### src/rtl/sbb_pkg.sv
package sbb_pkg;

    localparam int SBB_WORD_W     = 16;
    localparam int SBB_SLOT_W     = 32;
    localparam int SBB_LOCK_EDGES = 2;
    localparam int SBB_SYNC_STAGES = 2;

    // Events seen on the synchronised input lines, one system cycle wide.
    typedef struct packed {
        logic rise;
        logic fall;
        logic ws;
        logic sd;
    } line_ev_t;

    // Decoded slot information, valid in the cycle of an input edge.
    typedef struct packed {
        logic rise;   // input bit clock rising edge
        logic fall;   // input bit clock falling edge
        logic start;  // locked, correctly spaced entry into the right slot
        logic bad;    // framing fault seen on this edge
        logic word;   // current bit lies inside the 16-bit sample
        logic msb;    // current bit is the leading bit
        logic chan;   // 0 = left slot, 1 = right slot
        logic dbit;   // data bit after sign-to-offset conversion
    } slot_ev_t;

    function automatic logic to_offset(input logic b, input logic lead);
        return b ^ lead;
    endfunction

endpackage

### src/rtl/sbb_edge_sync.sv
module sbb_edge_sync
    import sbb_pkg::*;
#(
    parameter int STAGES = SBB_SYNC_STAGES
) (
    input  logic     clk,
    input  logic     rst,
    input  logic     sclk_i,
    input  logic     lrck_i,
    input  logic     sdata_i,
    output line_ev_t ev
);
    localparam int NLINES = 3;

    logic [NLINES-1:0] raw;
    logic [NLINES-1:0] synced;
    logic              sclk_d;

    assign raw = {sclk_i, lrck_i, sdata_i};

    genvar g;
    generate
        for (g = 0; g < NLINES; g++) begin : g_line
            logic [STAGES-1:0] chain;
            always_ff @(posedge clk) begin
                if (rst) chain <= '0;
                else     chain <= {chain[STAGES-2:0], raw[g]};
            end
            assign synced[g] = chain[STAGES-1];
        end
    endgenerate

    always_ff @(posedge clk) begin
        if (rst) sclk_d <= 1'b0;
        else     sclk_d <= synced[2];
    end

    always_comb begin
        ev.rise = synced[2] & ~sclk_d;
        ev.fall = ~synced[2] & sclk_d;
        ev.ws   = synced[1];
        ev.sd   = synced[0];
    end

endmodule

### src/rtl/sbb_slot_track.sv
module sbb_slot_track
    import sbb_pkg::*;
#(
    parameter int WORD_W     = SBB_WORD_W,
    parameter int SLOT_W     = SBB_SLOT_W,
    parameter int LOCK_EDGES = SBB_LOCK_EDGES
) (
    input  logic     clk,
    input  logic     rst,
    input  line_ev_t ev,
    output slot_ev_t se
);
    localparam int CNT_W = $clog2(SLOT_W);
    localparam int ST_W  = $clog2(LOCK_EDGES + 2);
    localparam logic [CNT_W-1:0] LAST = CNT_W'(SLOT_W - 1);

    logic [CNT_W-1:0] cnt;
    logic [ST_W-1:0]  stage;
    logic             ws_last;

    logic ws_edge, good_edge, fault;

    always_comb begin
        ws_edge   = ev.rise && (ev.ws != ws_last);
        good_edge = ws_edge && (cnt == LAST);
        fault     = ev.rise && ((ws_edge && cnt != LAST) || (!ws_edge && cnt == LAST));

        se.rise  = ev.rise;
        se.fall  = ev.fall;
        se.bad   = fault;
        se.chan  = ev.ws;
        se.start = good_edge && ev.ws && (int'(stage) >= LOCK_EDGES);
        se.word  = ev.rise && !ws_edge && (int'(cnt) < WORD_W);
        se.msb   = ev.rise && !ws_edge && (cnt == '0);
        se.dbit  = to_offset(ev.sd, se.msb);
    end

    always_ff @(posedge clk) begin
        if (rst) begin
            cnt     <= '0;
            stage   <= '0;
            ws_last <= 1'b0;
        end else if (ev.rise) begin
            ws_last <= ev.ws;
            cnt     <= ws_edge ? '0 : cnt + 1'b1;
            if (fault)
                stage <= '0;
            else if (good_edge && int'(stage) < LOCK_EDGES)
                stage <= stage + 1'b1;
        end
    end

    // A fault always clears the lock before the next bit edge.
    AST_FAULT_UNLOCKS: assert property (@(posedge clk) disable iff (rst)
        se.bad |=> (stage == '0)) else $error("lock kept after fault");

endmodule

### src/rtl/sbb_burst_out.sv
module sbb_burst_out
    import sbb_pkg::*;
#(
    parameter int WORD_W = SBB_WORD_W
) (
    input  logic     clk,
    input  logic     rst,
    input  slot_ev_t se,
    output logic     sclk_o,
    output logic     latch_o,
    output logic     sdl_o,
    output logic     sdr_o
);
    localparam int PC_W = $clog2(WORD_W + 2);

    logic [WORD_W-1:0] cap_sh;
    logic [WORD_W-1:0] play;
    logic              run;
    logic              pulse_ok;

    always_ff @(posedge clk) begin
        if (rst) begin
            cap_sh   <= '0;
            play     <= '0;
            run      <= 1'b0;
            pulse_ok <= 1'b0;
            sclk_o   <= 1'b0;
            latch_o  <= 1'b0;
            sdl_o    <= 1'b0;
            sdr_o    <= 1'b0;
        end else if (se.bad) begin
            run      <= 1'b0;
            pulse_ok <= 1'b0;
            sclk_o   <= 1'b0;
            latch_o  <= 1'b0;
            sdl_o    <= 1'b0;
            sdr_o    <= 1'b0;
        end else if (se.rise) begin
            sclk_o <= 1'b0;
            if (se.word && !se.chan)
                cap_sh <= {cap_sh[WORD_W-2:0], se.dbit};
            if (se.start) begin
                latch_o <= 1'b1;
                play    <= cap_sh;
                run     <= 1'b1;
            end else if (run && se.word && se.chan) begin
                latch_o  <= 1'b0;
                sdl_o    <= play[WORD_W-1];
                play     <= {play[WORD_W-2:0], 1'b0};
                sdr_o    <= se.dbit;
                pulse_ok <= 1'b1;
            end else if (run) begin
                run      <= 1'b0;
                latch_o  <= 1'b0;
                pulse_ok <= 1'b0;
                sdl_o    <= 1'b0;
                sdr_o    <= 1'b0;
            end
        end else if (se.fall) begin
            sclk_o <= pulse_ok;
        end
    end

    // Checker state: output clock pulses since the last latch strobe.
    logic [PC_W-1:0] pulse_cnt;
    logic            sclk_q;
    always_ff @(posedge clk) begin
        if (rst) begin
            pulse_cnt <= '0;
            sclk_q    <= 1'b0;
        end else begin
            sclk_q <= sclk_o;
            if (latch_o)
                pulse_cnt <= '0;
            else if (sclk_o && !sclk_q && int'(pulse_cnt) <= WORD_W)
                pulse_cnt <= pulse_cnt + 1'b1;
        end
    end

    AST_PULSE_LIMIT: assert property (@(posedge clk) disable iff (rst)
        int'(pulse_cnt) <= WORD_W) else $error("too many pulses");
    AST_LATCH_NO_CLK: assert property (@(posedge clk) disable iff (rst)
        latch_o |-> !sclk_o) else $error("clock during latch");
    AST_DATA_HELD: assert property (@(posedge clk) disable iff (rst)
        sclk_o |-> ($stable(sdl_o) && $stable(sdr_o))) else $error("data moved");
    AST_IDLE_QUIET: assert property (@(posedge clk) disable iff (rst)
        !run |-> (!sclk_o && !latch_o && !sdl_o && !sdr_o)) else $error("noise");
    AST_START_FROM_IDLE: assert property (@(posedge clk) disable iff (rst)
        se.start |-> !run) else $error("overlapping burst");

endmodule

### src/rtl/i2s_burst_bridge.sv
module i2s_burst_bridge
    import sbb_pkg::*;
#(
    parameter int WORD_W      = SBB_WORD_W,
    parameter int SLOT_W      = SBB_SLOT_W,
    parameter int LOCK_EDGES  = SBB_LOCK_EDGES,
    parameter int SYNC_STAGES = SBB_SYNC_STAGES
) (
    input  logic clk,
    input  logic rst,
    input  logic in_sclk,
    input  logic in_lrck,
    input  logic in_sdata,
    output logic dac_sclk,
    output logic dac_latch,
    output logic dac_sdl,
    output logic dac_sdr
);
    line_ev_t lev;
    slot_ev_t sev;

    sbb_edge_sync #(.STAGES(SYNC_STAGES)) u_sync (
        .clk(clk), .rst(rst),
        .sclk_i(in_sclk), .lrck_i(in_lrck), .sdata_i(in_sdata),
        .ev(lev)
    );

    sbb_slot_track #(.WORD_W(WORD_W), .SLOT_W(SLOT_W), .LOCK_EDGES(LOCK_EDGES)) u_track (
        .clk(clk), .rst(rst), .ev(lev), .se(sev)
    );

    sbb_burst_out #(.WORD_W(WORD_W)) u_out (
        .clk(clk), .rst(rst), .se(sev),
        .sclk_o(dac_sclk), .latch_o(dac_latch),
        .sdl_o(dac_sdl), .sdr_o(dac_sdr)
    );

endmodule

### config.mk
export PLATFORM = sky130hd
export DESIGN_NAME = i2s_burst_bridge
export DESIGN_NICKNAME = d
export VERILOG_FILES = /design/src/rtl/sbb_pkg.sv /design/src/rtl/sbb_edge_sync.sv /design/src/rtl/sbb_slot_track.sv /design/src/rtl/sbb_burst_out.sv /design/src/rtl/i2s_burst_bridge.sv
export SDC_FILE = /design/constraint.sdc
export NUM_CORES = 1
export LEC_CHECK = 0
export BUFFER_PORTS_ARGS = -buffer_cell sky130_fd_sc_hd__buf_4
export CAP_MARGIN = 20
export CORE_MARGIN = 4
export CORE_UTILIZATION = 54
export DETAILED_ROUTE_END_ITERATION = 16
export GPL_ROUTABILITY_DRIVEN = 1
export MAX_ROUTING_LAYER = met4
export PLACE_DENSITY_LB_ADDON = 0.2
export REMOVE_ABC_BUFFERS = 1
export SETUP_SLACK_MARGIN = 0.5
export SYNTH_ARGS = -nofsm -noshare
export SYNTH_HDL_FRONTEND = slang
export SYNTH_SLANG_ARGS = --single-unit
### constraint.sdc
create_clock -name clk -period 2.98 [get_ports clk]
set_input_delay 0.298 -clock clk [delete_from_list [all_inputs] [get_ports clk]]
set_output_delay 0.298 -clock clk [all_outputs]
set_load 0.01 [all_outputs]
==> results.txt <==
outcome - finished clean
fin. max-slew vios - 0
power density cells - 495 nW/um^2
syn avg cell area - 8.94 um^2
post-synthesis mux area share - 6.97%
Avg WL per Cell - 13.2 um
post-synthesis sequential area ratio - 49.2%
number of buffers created by CTS - 5
headroom to the max-slew limit - 62.6%
#FFs+latches synth - 53
share of cells above drive strength 1 - 19.3%
post-synthesis compound-gate area fraction - 15.9%
DRC - 0
Commonest cells post-synth - dfxtp_1 (53), nand2_1 (39), a21oi_1 (30)
Mapped Area - 2150 um^2
Post-Route WL - 4.06 mm
# hold bufs at CTS - 0
die height - 71.2 um
RSZ-0062 raised after global routing - no
Global Route Usage Sum - 16.6%
Synth Area in XOR/XNOR - 1.22%
multi-input logic area - 1060 um^2
Worst Hold Class - in2reg
fin crit period - 2.40 ns
P&R area growth vs syn - 17.5%
clock sink count - 53
total number of vias - 1,668
leakage - 0.973 nW
Power, Total - 1.25 mW
clock skew - 0.00707 ns
DP Worst Slack - 0.330 ns
met1 WL - 2.04 mm
Synth Warn # - 0
initial antenna violation count - 0
dominant cell type by area after synthesis - dfxtp_1
top post-synthesis cells by area - dfxtp_1 (49%), a21oi_1 (7.0%), mux2i_1 (7.0%)
Clk Latency, worst-skew pair - 0.30 ns
met2 WL - 1.85 mm
critical path type - reg2reg
post-synth cell types - 29
clock root buffer - clkbuf_8
Post-synth EDFFs - 0
post-route antenna net violation count - 0
io pins - 9
main combinational cell family by area after synthesis - simple AND/OR/NAND/NOR gates
Final Hold Fails - 0
H-tree depth - 2
Crit Path Max Fanout - 5
TritonRoute pass-1 iters - 4
DIE AREA - 5060 um^2
Achievable Freq - 0.417 GHz
Max Used Layer - met4
Setup crit start kind - flop
Synth Area in Simple Gates - 19.2%
period utilization - 80.6%
adder-cell share of the synthesized area - 2.90%
Worst Tran Pin Value - 0.554 ns
Yosys top cell area share - 49.2%
largest net degree at the start of global routing - 52
Rows - 22
clk slew on worst S/H paths - 0.10 ns
DR iter-0 viols - 99
core box area - 3770 um^2
most frequent cell after synthesis - dfxtp_1
Crit. End Element - flop
final net count - 268
Initial Util - 57.1%
max-cap violations - 0
FF-to-FF setup slack - 0.58 ns
first-pass GRT wire length - 6.73 mm
port buffer count - 8
fillers - 283
Critical Path AT - 2.65 ns
fraction of registers with async set/reset - 0%
Die Width - 71.2 um
CTS tree - yes
setup violators final - 0
CTS Buffer Depth - 2
Met3 Routed Length - 112 um
main flop type after synthesis - dfxtp_1
Post-Syn Instances - 241
vias per cell - 5.43
# diodes - 0
global route overflow - 0
RePlAce Congestion - 0.758
vias in the first global route - 1,524
Worst Setup Slack, final - 0.579 ns
VDD IR-drop max - 368 uV
critical path required time - 3.23 ns
Reg area - 1070 um^2
final HPWL from detailed placement - 2.50 mm
[cell usage in the layout (no fill, tap or decap), types with 2 or more instances in the layout]
cell type	instances
mux2i_1	15
ha_1	2
nand3b_1	2
a22o_1	2
a21o_1	2
nor2b_1	8
nor4b_1	2
buf_6	3
dfxtp_2	4
buf_4	23
o21a_1	3
nand2b_1	4
a211oi_1	15
inv_1	5
o21ai_0	2
nand3_1	5
nor2_1	20
a21oi_1	28
nand2_1	39
ha_4	2
clkbuf_8	5
dfxtp_1	49
[registers in the layout, summed over array words and instances, names as in the netlist]
signal	flops
u_track.cnt	5
u_track.ws_last	1
u_out.pulse_ok	1
u_out.play	16
u_out.sdl_o	1
u_out.sdr_o	1
u_track.stage	2
u_out.cap_sh	16
u_out.latch_o	1
u_sync.g_line.chain	6
u_sync.sclk_d	1
u_out.sclk_o	1
u_out.run	1
[cell type report]
cell class | count | area share [%]
sequential | 53 | 42.1
inverter | 5 | 0.741
clock inverter | 3 | 1.83
clock buffer | 5 | 2.72
tap | 48 | 2.37
timing repair buffer | 27 | 8.35
multi-input combinational | 166 | 41.9
[cell families after synthesis]
kind of cell    count (synthesis)
xor+xnor                        3
buf+inv                        22
mux                            15
flops                          53
simple gates                   87
compound gates                 56
fa+ha+maj                       5
[worst paths after layout]
| kind | from | to | cells past startpoint |
|---|---|---|---|
| setup / recovery | u_track.cnt[1]$_SDFFE_PP0P_ | u_out.cap_sh[0]$_SDFFE_PP0P_ | 9 |
| hold / removal | in_sdata | u_sync.g_line[0].chain[0]$_SDFF_PP0_ | 2 |
| setup reg to reg | u_track.cnt[1]$_SDFFE_PP0P_ | u_out.cap_sh[0]$_SDFFE_PP0P_ | 9 |
| hold reg to reg | u_sync.g_line[0].chain[0]$_SDFF_PP0_ | u_sync.g_line[0].chain[1]$_SDFF_PP0_ | 1 |
[worst max-delay path, stage by stage, from the launching register on]
cell	delay [ns]
dfxtp_2	0.35
ha_4	0.16
and3_4	0.17
ha_2	0.19
ha_4	0.23
or3b_4	0.39
or4_4	0.45
buf_6	0.15
a21oi_2	0.13
o21a_1	0.13
[routing by layer]
| layer | vias to the layer above | GRT usage, % |
|---|---|---|
| met3 | 5 | 2.98 |
| met4 | 0 | 5.64 |
| met1 | 782 | 22.0 |
| met5 | - | - |
| met2 | 20 | 25.4 |
| li1 | 861 | - |
[power by group]
group          internal, mW  total [mW]  switching, mW
Sequential            0.714       0.719        0.00494
Clock                 0.251       0.487          0.235
Combinational        0.0195      0.0487         0.0292
Total                 0.985        1.25          0.269
[through the flow]
step | instances | util (%) | hold WS [ns] | TNS (ns) | area (um^2)
after floorplan | 224 | - | 0.367 | -7.00 | 2080
after global placement | 287 | 59.7 | 0.417 | 0 | 2250
after detailed placement | 287 | 59.7 | 0.435 | 0 | 2250
after CTS | 299 | 64.1 | 0.193 | 0 | 2420
after global routing | 307 | 67.1 | 0.192 | 0 | 2530
final | 307 | 67.1 | 0.201 | 0 | 2530
[timing repair]
action | CTS | global route
buffers inserted | 2 | 8
cloned | 2 | 0
gates resized for setup | 5 | 17
pin swaps | 1 | 0
setup endpoints to repair | 19 | 34
No activity file was read; power rests on OpenSTA's default activity.
